### config.mk
export PLATFORM = sky130hd
export DESIGN_NAME = fp_status_accum
export DESIGN_NICKNAME = d
export VERILOG_FILES = /design/src/rtl/fp_status_accum.sv
export SDC_FILE = /design/constraint.sdc
export NUM_CORES = 1
export LEC_CHECK = 0
export ABC_AREA = 1
export CAP_MARGIN = 20
export CELL_PAD_IN_SITES_DETAIL_PLACEMENT = 0
export CELL_PAD_IN_SITES_GLOBAL_PLACEMENT = 1
export CORE_MARGIN = 3
export CORE_UTILIZATION = 25
export DETAILED_ROUTE_END_ITERATION = 10
export HOLD_SLACK_MARGIN = 0.12
export PLACE_DENSITY_LB_ADDON = 0.1
export SYNTH_ARGS = -nofsm -noshare
export SYNTH_HDL_FRONTEND = slang
export SYNTH_SLANG_ARGS = --single-unit
### constraint.sdc
create_clock -name clk -period 1.5 [get_ports clk]
set_clock_uncertainty 0.15 [all_clocks]
set_input_delay 0.45 -clock clk [delete_from_list [all_inputs] [get_ports clk]]
set_output_delay 0.45 -clock clk [all_outputs]
set_load 0.05 [all_outputs]
### src/rtl/fp_status_accum.sv
module fp_status_accum #(
  parameter int SIG_SP = 24,
  parameter int SIG_DP = 53,
  parameter int SIG_XP = 64,
  parameter int SIGW   = 7
) (
  input  logic            clk,
  input  logic            rst_n,
  input  logic            op_done,
  input  logic            op_packed,
  input  logic [5:0]      op_flags,
  input  logic            clr,
  input  logic            ctl_we,
  input  logic [9:0]      ctl_wdata,
  output logic [9:0]      ctl_rdata,
  output logic [7:0]      stat_rdata,
  output logic [5:0]      pstat_rdata,
  output logic [1:0]      rnd_mode,
  output logic [SIGW-1:0] sig_bits,
  output logic            cfg_illegal
);
  localparam logic [1:0] PREC_SP  = 2'b00;
  localparam logic [1:0] PREC_RSV = 2'b01;
  localparam logic [1:0] PREC_DP  = 2'b10;
  localparam logic [1:0] PREC_XP  = 2'b11;

  logic [5:0] sflag_q, pflag_q, mask_q;
  logic [1:0] prec_q, rnd_q;
  logic       ill_q;

  wire s_upd  = op_done & ~op_packed;
  wire p_upd  = op_done & op_packed;
  wire wr_rsv = ctl_we & (ctl_wdata[7:6] == PREC_RSV);
  wire err    = |(sflag_q & ~mask_q);

  always_ff @(posedge clk) begin
    if (!rst_n) begin
      sflag_q <= '0;
      pflag_q <= '0;
      mask_q  <= '1;
      prec_q  <= PREC_XP;
      rnd_q   <= 2'b00;
      ill_q   <= 1'b0;
    end else begin
      if (clr) sflag_q <= s_upd ? op_flags : '0;
      else if (s_upd) sflag_q <= sflag_q | op_flags;
      if (clr) pflag_q <= p_upd ? op_flags : '0;
      else if (p_upd) pflag_q <= pflag_q | op_flags;
      if (ctl_we) begin
        mask_q <= ctl_wdata[5:0];
        rnd_q  <= ctl_wdata[9:8];
        ill_q  <= wr_rsv;
        if (!wr_rsv) prec_q <= ctl_wdata[7:6];
      end
    end
  end

  assign ctl_rdata   = {rnd_q, prec_q, mask_q};
  assign stat_rdata  = {err, err, sflag_q};
  assign pstat_rdata = pflag_q;
  assign rnd_mode    = rnd_q;
  assign cfg_illegal = ill_q;

  always_comb begin
    case (prec_q)
      PREC_SP: sig_bits = SIGW'(SIG_SP);
      PREC_DP: sig_bits = SIGW'(SIG_DP);
      default: sig_bits = SIGW'(SIG_XP);
    endcase
  end

  assert_flags_sticky_R2: assert property (@(posedge clk) disable iff (!rst_n)
    !clr |=> ((stat_rdata[5:0] & $past(stat_rdata[5:0])) == $past(stat_rdata[5:0])));

  assert_packed_isolated_R3: assert property (@(posedge clk) disable iff (!rst_n)
    (op_done && op_packed && !clr) |=> $stable(stat_rdata));

  assert_summary_holds_R4: assert property (@(posedge clk) disable iff (!rst_n)
    (stat_rdata[6] && !clr && !ctl_we) |=> (stat_rdata[6] && stat_rdata[7]));

  assert_reserved_prec_R7: assert property (@(posedge clk) disable iff (!rst_n)
    (ctl_we && ctl_wdata[7:6] == 2'b01) |=> (cfg_illegal && ctl_rdata[7:6] == $past(ctl_rdata[7:6])));

  assert_clear_update_R8: assert property (@(posedge clk) disable iff (!rst_n)
    (clr && op_done && !op_packed) |=> (stat_rdata[5:0] == $past(op_flags) && pstat_rdata == 6'd0));

  always_comb begin
    if (rst_n) assert_prec_legal_R6: assert (ctl_rdata[7:6] != 2'b01);
  end
endmodule

# ---- After elaboration in Yosys (flattened, before gate mapping)
# Cells that the tools add are included.
dict set report word_totals {
  register_bits 23
  output_inout_bits 34
  elab_cells 29
}
dict set report op_classes {
  eq_ne 2
  muxes 7
  n_bitwise 9
  reduce_logical 5
}
# cell n
set op_table {}
lappend op_table {{$mux W6} 6}
lappend op_table {{$pmux W7 S2} 1}
lappend op_table {{$or A6 B6 Y6} 2}
lappend op_table {{$and A6 B6 Y6} 1}
lappend op_table {{$not A6 Y6} 1}
lappend op_table {{$reduce_or A6 Y1} 1}
lappend op_table {{$reduce_bool A2 Y1} 2}
lappend op_table {{$and A1 B1 Y1} 3}
lappend op_table {{$eq A2 B1 Y1 const B} 1}
lappend op_table {{$eq A2 B2 Y1 const B} 1}
lappend op_table {{$logic_not A2 Y1} 1}
lappend op_table {{$not A1 Y1} 2}
lappend op_table {{$reduce_and A2 Y1} 1}

# ---- Longest topological paths before layout
dict set report depth {
  ltp_word 4
  mapped_depth 6
  depth_no_buf 5
}

# ---- Worst setup path before layout
# OpenSTA, ideal clock, no wires.
dict set report synth_timing {
  path_kind {flip-flop to output port}
  from {reg prec_q[1]}
  to {out sig_bits[2]}
  arrival_time_ns 1.780
  setup_slack_ns -0.880
  path_stages_with_launch 4
  cell_sequence {dfxtp_1 inv_1 nor2_1 buf_4}
}
dict set report synth_via {
  elab_chain_cells 2
  elab_cells_between_ends 3
  cone_classes {eq/ne (1); mux (1); reduce/logical (1)}
}
# item line
set synth_lines {}
lappend synth_lines {{start: declaration} 28} ;# logic [1:0] prec_q, rnd_q;
lappend synth_lines {{start signal: assignment} 53} ;# if (!wr_rsv) prec_q <= ctl_wdata[7:6];
lappend synth_lines {{$eq A2 B2 Y1 or $logic_not A2 Y1 (tied branches)} 65} ;# case (prec_q)
lappend synth_lines {{$pmux W7 S2 *} 65}
lappend synth_lines {{end: declaration} 19} ;# output logic [SIGW-1:0] sig_bits,
# Every way passes the cells marked *; elsewhere a longest branch is shown, timed or not.

# ---- Worst setup path in the final report
dict set report layout_timing {
  from {reg mask_q[0]}
  to {out stat_rdata[7]}
}
dict set report layout_via {
  elab_chain_cells 3
}
# item line
set layout_lines {}
lappend layout_lines {{start: declaration} 27} ;# logic [5:0] sflag_q, pflag_q, mask_q;
lappend layout_lines {{start signal: assignment} 50} ;# mask_q <= ctl_wdata[5:0];
lappend layout_lines {{$not A6 Y6} 34} ;# wire err = |(sflag_q & ~mask_q);
lappend layout_lines {{$and A6 B6 Y6} 34}
lappend layout_lines {{$reduce_or A6 Y1} 34}
lappend layout_lines {{end: declaration} 16} ;# output logic [7:0] stat_rdata,
# No other way between the ends.

==> results.md <==
- Clock latency at the later pin of the worst-skew pair: about 260 ps
- Static leakage: ~0.94 nW
- DRC violations left: 0
- Routed vias/inst: 4.27
- Routed wire length: a little under 3000 um
- Setup WS post-layout: -229 ps
- DR pass1 iterations: 3
- Final setup violation count: 9
- Worst-path fanout max: 2
- Fin nets: 221
- Startpoint Class: register
- Tcrit/Tclk final: 115%
- Syn_area_per_cell: 7.67 um^2
- Fraction of layout cells with a size suffix above 1: roughly half
- Top post-synthesis cells by area: dfxtp_1, nand2_1, a21oi_2, nand3_1, buf_4
- Synthesized net count: 150
- GRT Residual Overflow: 0
- Crit path max-delay family: flip-flops
- Post-Syn Instances: about 130
- First-pass GRT wire length: just under 5000 um
- CTS tree: built
- Top cell by count, worst path: nand2_1
- Std cell rows: 22
- Fmax: around 580 MHz
- Cell with the most instances after synthesis: nand2_1
- Num CTS Buffers: 3
- Hold Fails Final Rpt: 0
- Clk buf depth: 2
- Worst setup EP type: output port
- # port buffers: 54
- DIE AREA: ~0.0047 mm^2
- CP Class: reg2out
- Synth area leader: dfxtp_1
- Clk sinks: 23
- All-Layer GR Usage: between 10% and 20%
- Antenna violations before repair: 0
- Worst path slowest cell: dfxtp_4
- Count of cell types in the netlist: 14
- Number of global-route vias before repair: approximately 1000
- CP cell instances: inv_2 > nand2_1 > nand2_1 > nor2_1 > nand2_2 > buf_12
- WL/cell: ~12 um
- Hold WS: between 300 and 400 ps
- Detailed-placement wirelength estimate: approximately 2400 um
- Final Slew Violations: 0
- CP Data Required Time: ~900 ps
- Mapped Area: around 980 um^2
- Area Growth Syn to Fin: 123%
- Yosys warns: 0
- Fill count: roughly 330
- RD Place Congestion: ~0.76
- Seq/Total Area, Yosys: 46.9%
- Share of the synthesized area in the top cell type: ~47%
- Chip Height: 68.7 um
- Die Wd: between 60 and 70 um
- Fraction of registers with async set/reset: 0%
- Post-synth EDFFs: 0
- Cell Area, Placed: just over 0.002 mm^2
- Outcome: complete, but fails checks
- Detail Route Antenna Nets: 0
- Fin crit period: between 1500 and 2000 ps
- Violated checks: setup timing
- Commonest cells post-synth: nand2_1, dfxtp_1, nand3_1, inv_1, nor2_1
- RSZ-0062 raised after global routing: true
- Worst VDD drop: 0.381 mV
- Top FF cell, synth: dfxtp_1
- Max-cap violation count: 0
- Post-Place Worst Slack: -195 ps
- Core region area: 0.00372 mm^2
- Design Area, Final: 0.00219 mm^2
- Slowest stage delay, CP: about 350 ps
- IO Count: between 50 and 60
- Pin count of the biggest net entering global routing: 13
- Initial core utilization: 26.4%
- Clock Pin Slew Worst Setup and Hold Paths: around 80 ps
- Htree depth: 1
- WP data arrival: 1130 ps
- Buffers and inverters on the worst path: 2
- Final Util: around three fifths
- ANT cells: 0
- Root buf cell: clkbuf_8
- Power per standard cell area: ~800 mW/mm^2
- Synth Register Bits: 23
- Hold Crit Class: reg2reg
- Vias: between 1000 and 1500
- Iter 0 DRT Violations: 47
-- cell families after synthesis --
kind of cell           synth area share (%)
AND/OR/NAND/NOR                        23.1
AO/OA/AOI/OAI                          16.1
buffers and inverters                  13.6
other                                 0.382
flip-flops                             46.9
-- worst min-delay path, stage by stage, from the launching register on --
cell     delay [ps]
dfxtp_4         350
inv_2            50
o21ai_0          60
-- report_power, final --
group	total (mW)	switching (mW)	internal [mW]
Combinational	0.704	0.348	0.356
Sequential	0.678	0.0401	0.638
Clock	0.380	0.191	0.189
-- per-stage QoR --
stage	total power [mW]	TNS, ps	instances
final	1.76	-1070	246
after global routing	1.85	-1570	246
after CTS	1.79	-1240	245
after detailed placement	1.35	-3080	237
after global placement	1.35	-2380	237
after floorplan	0.998	-283	128
-- state kept, by name, indices dropped and copies added (netlist names) --
name and flops:
cfg_illegal 1, rnd_mode 2, prec_q 2, mask_q 6, pstat_rdata 6, sflag_q 6
-- per-layer routing --
metal  vias up  wire length (um)  share of wire, %  global-route usage [%]
li1        540                 -                 -                       -
met1       469              1190                40                    17.0
met2        37              1540                52                    23.1
met3         4               205               6.9                    3.24
met4         0                26              0.88                    5.21
met5         -                 0                 0                       0
-- layout make-up --
class	count	area [um^2]	area share [%]
sequential	23	510	23.3
timing repair buffer	78	1110	50.7
inverter	13	56.3	2.57
tap	48	60.1	2.74
clock buffer	4	45.0	2.05
multi-input combinational	80	410	18.7
-- worst paths after layout --
check / from / end / slack (ps) / depth (start not counted)
setup / recovery: mask_q[0]$_SDFFE_PN1P_ / stat_rdata[7] / -230 / 6
hold / removal: mask_q[4]$_SDFFE_PN1P_ / mask_q[4]$_SDFFE_PN1P_ / 340 / 2
setup reg to reg: mask_q[0]$_SDFFE_PN1P_ / mask_q[0]$_SDFFE_PN1P_ / 540 / 4
hold reg to reg: mask_q[4]$_SDFFE_PN1P_ / mask_q[4]$_SDFFE_PN1P_ / 340 / 2
-- layout by cell type, fill, tap and decap left out, types with 7 or more instances in the layout --
master and n:
a21oi_2 10, buf_12 35, buf_4 13, buf_6 9, clkdlybuf4s50_1 20, dfxtp_1 7
dfxtp_4 12, inv_1 7, nand2_1 26, nand3_1 16, nor2_1 8, o21ai_0 8
-- repair_timing --
item                                    CTS  global route
endpoints found under the setup margin   10            20
hold buffers                              0             0
gates resized for setup                  12            11
pin swaps                                 7             4
setup buffers                             4             2
gates cloned                              0             0
No activity file was read; power rests on OpenSTA's default activity.
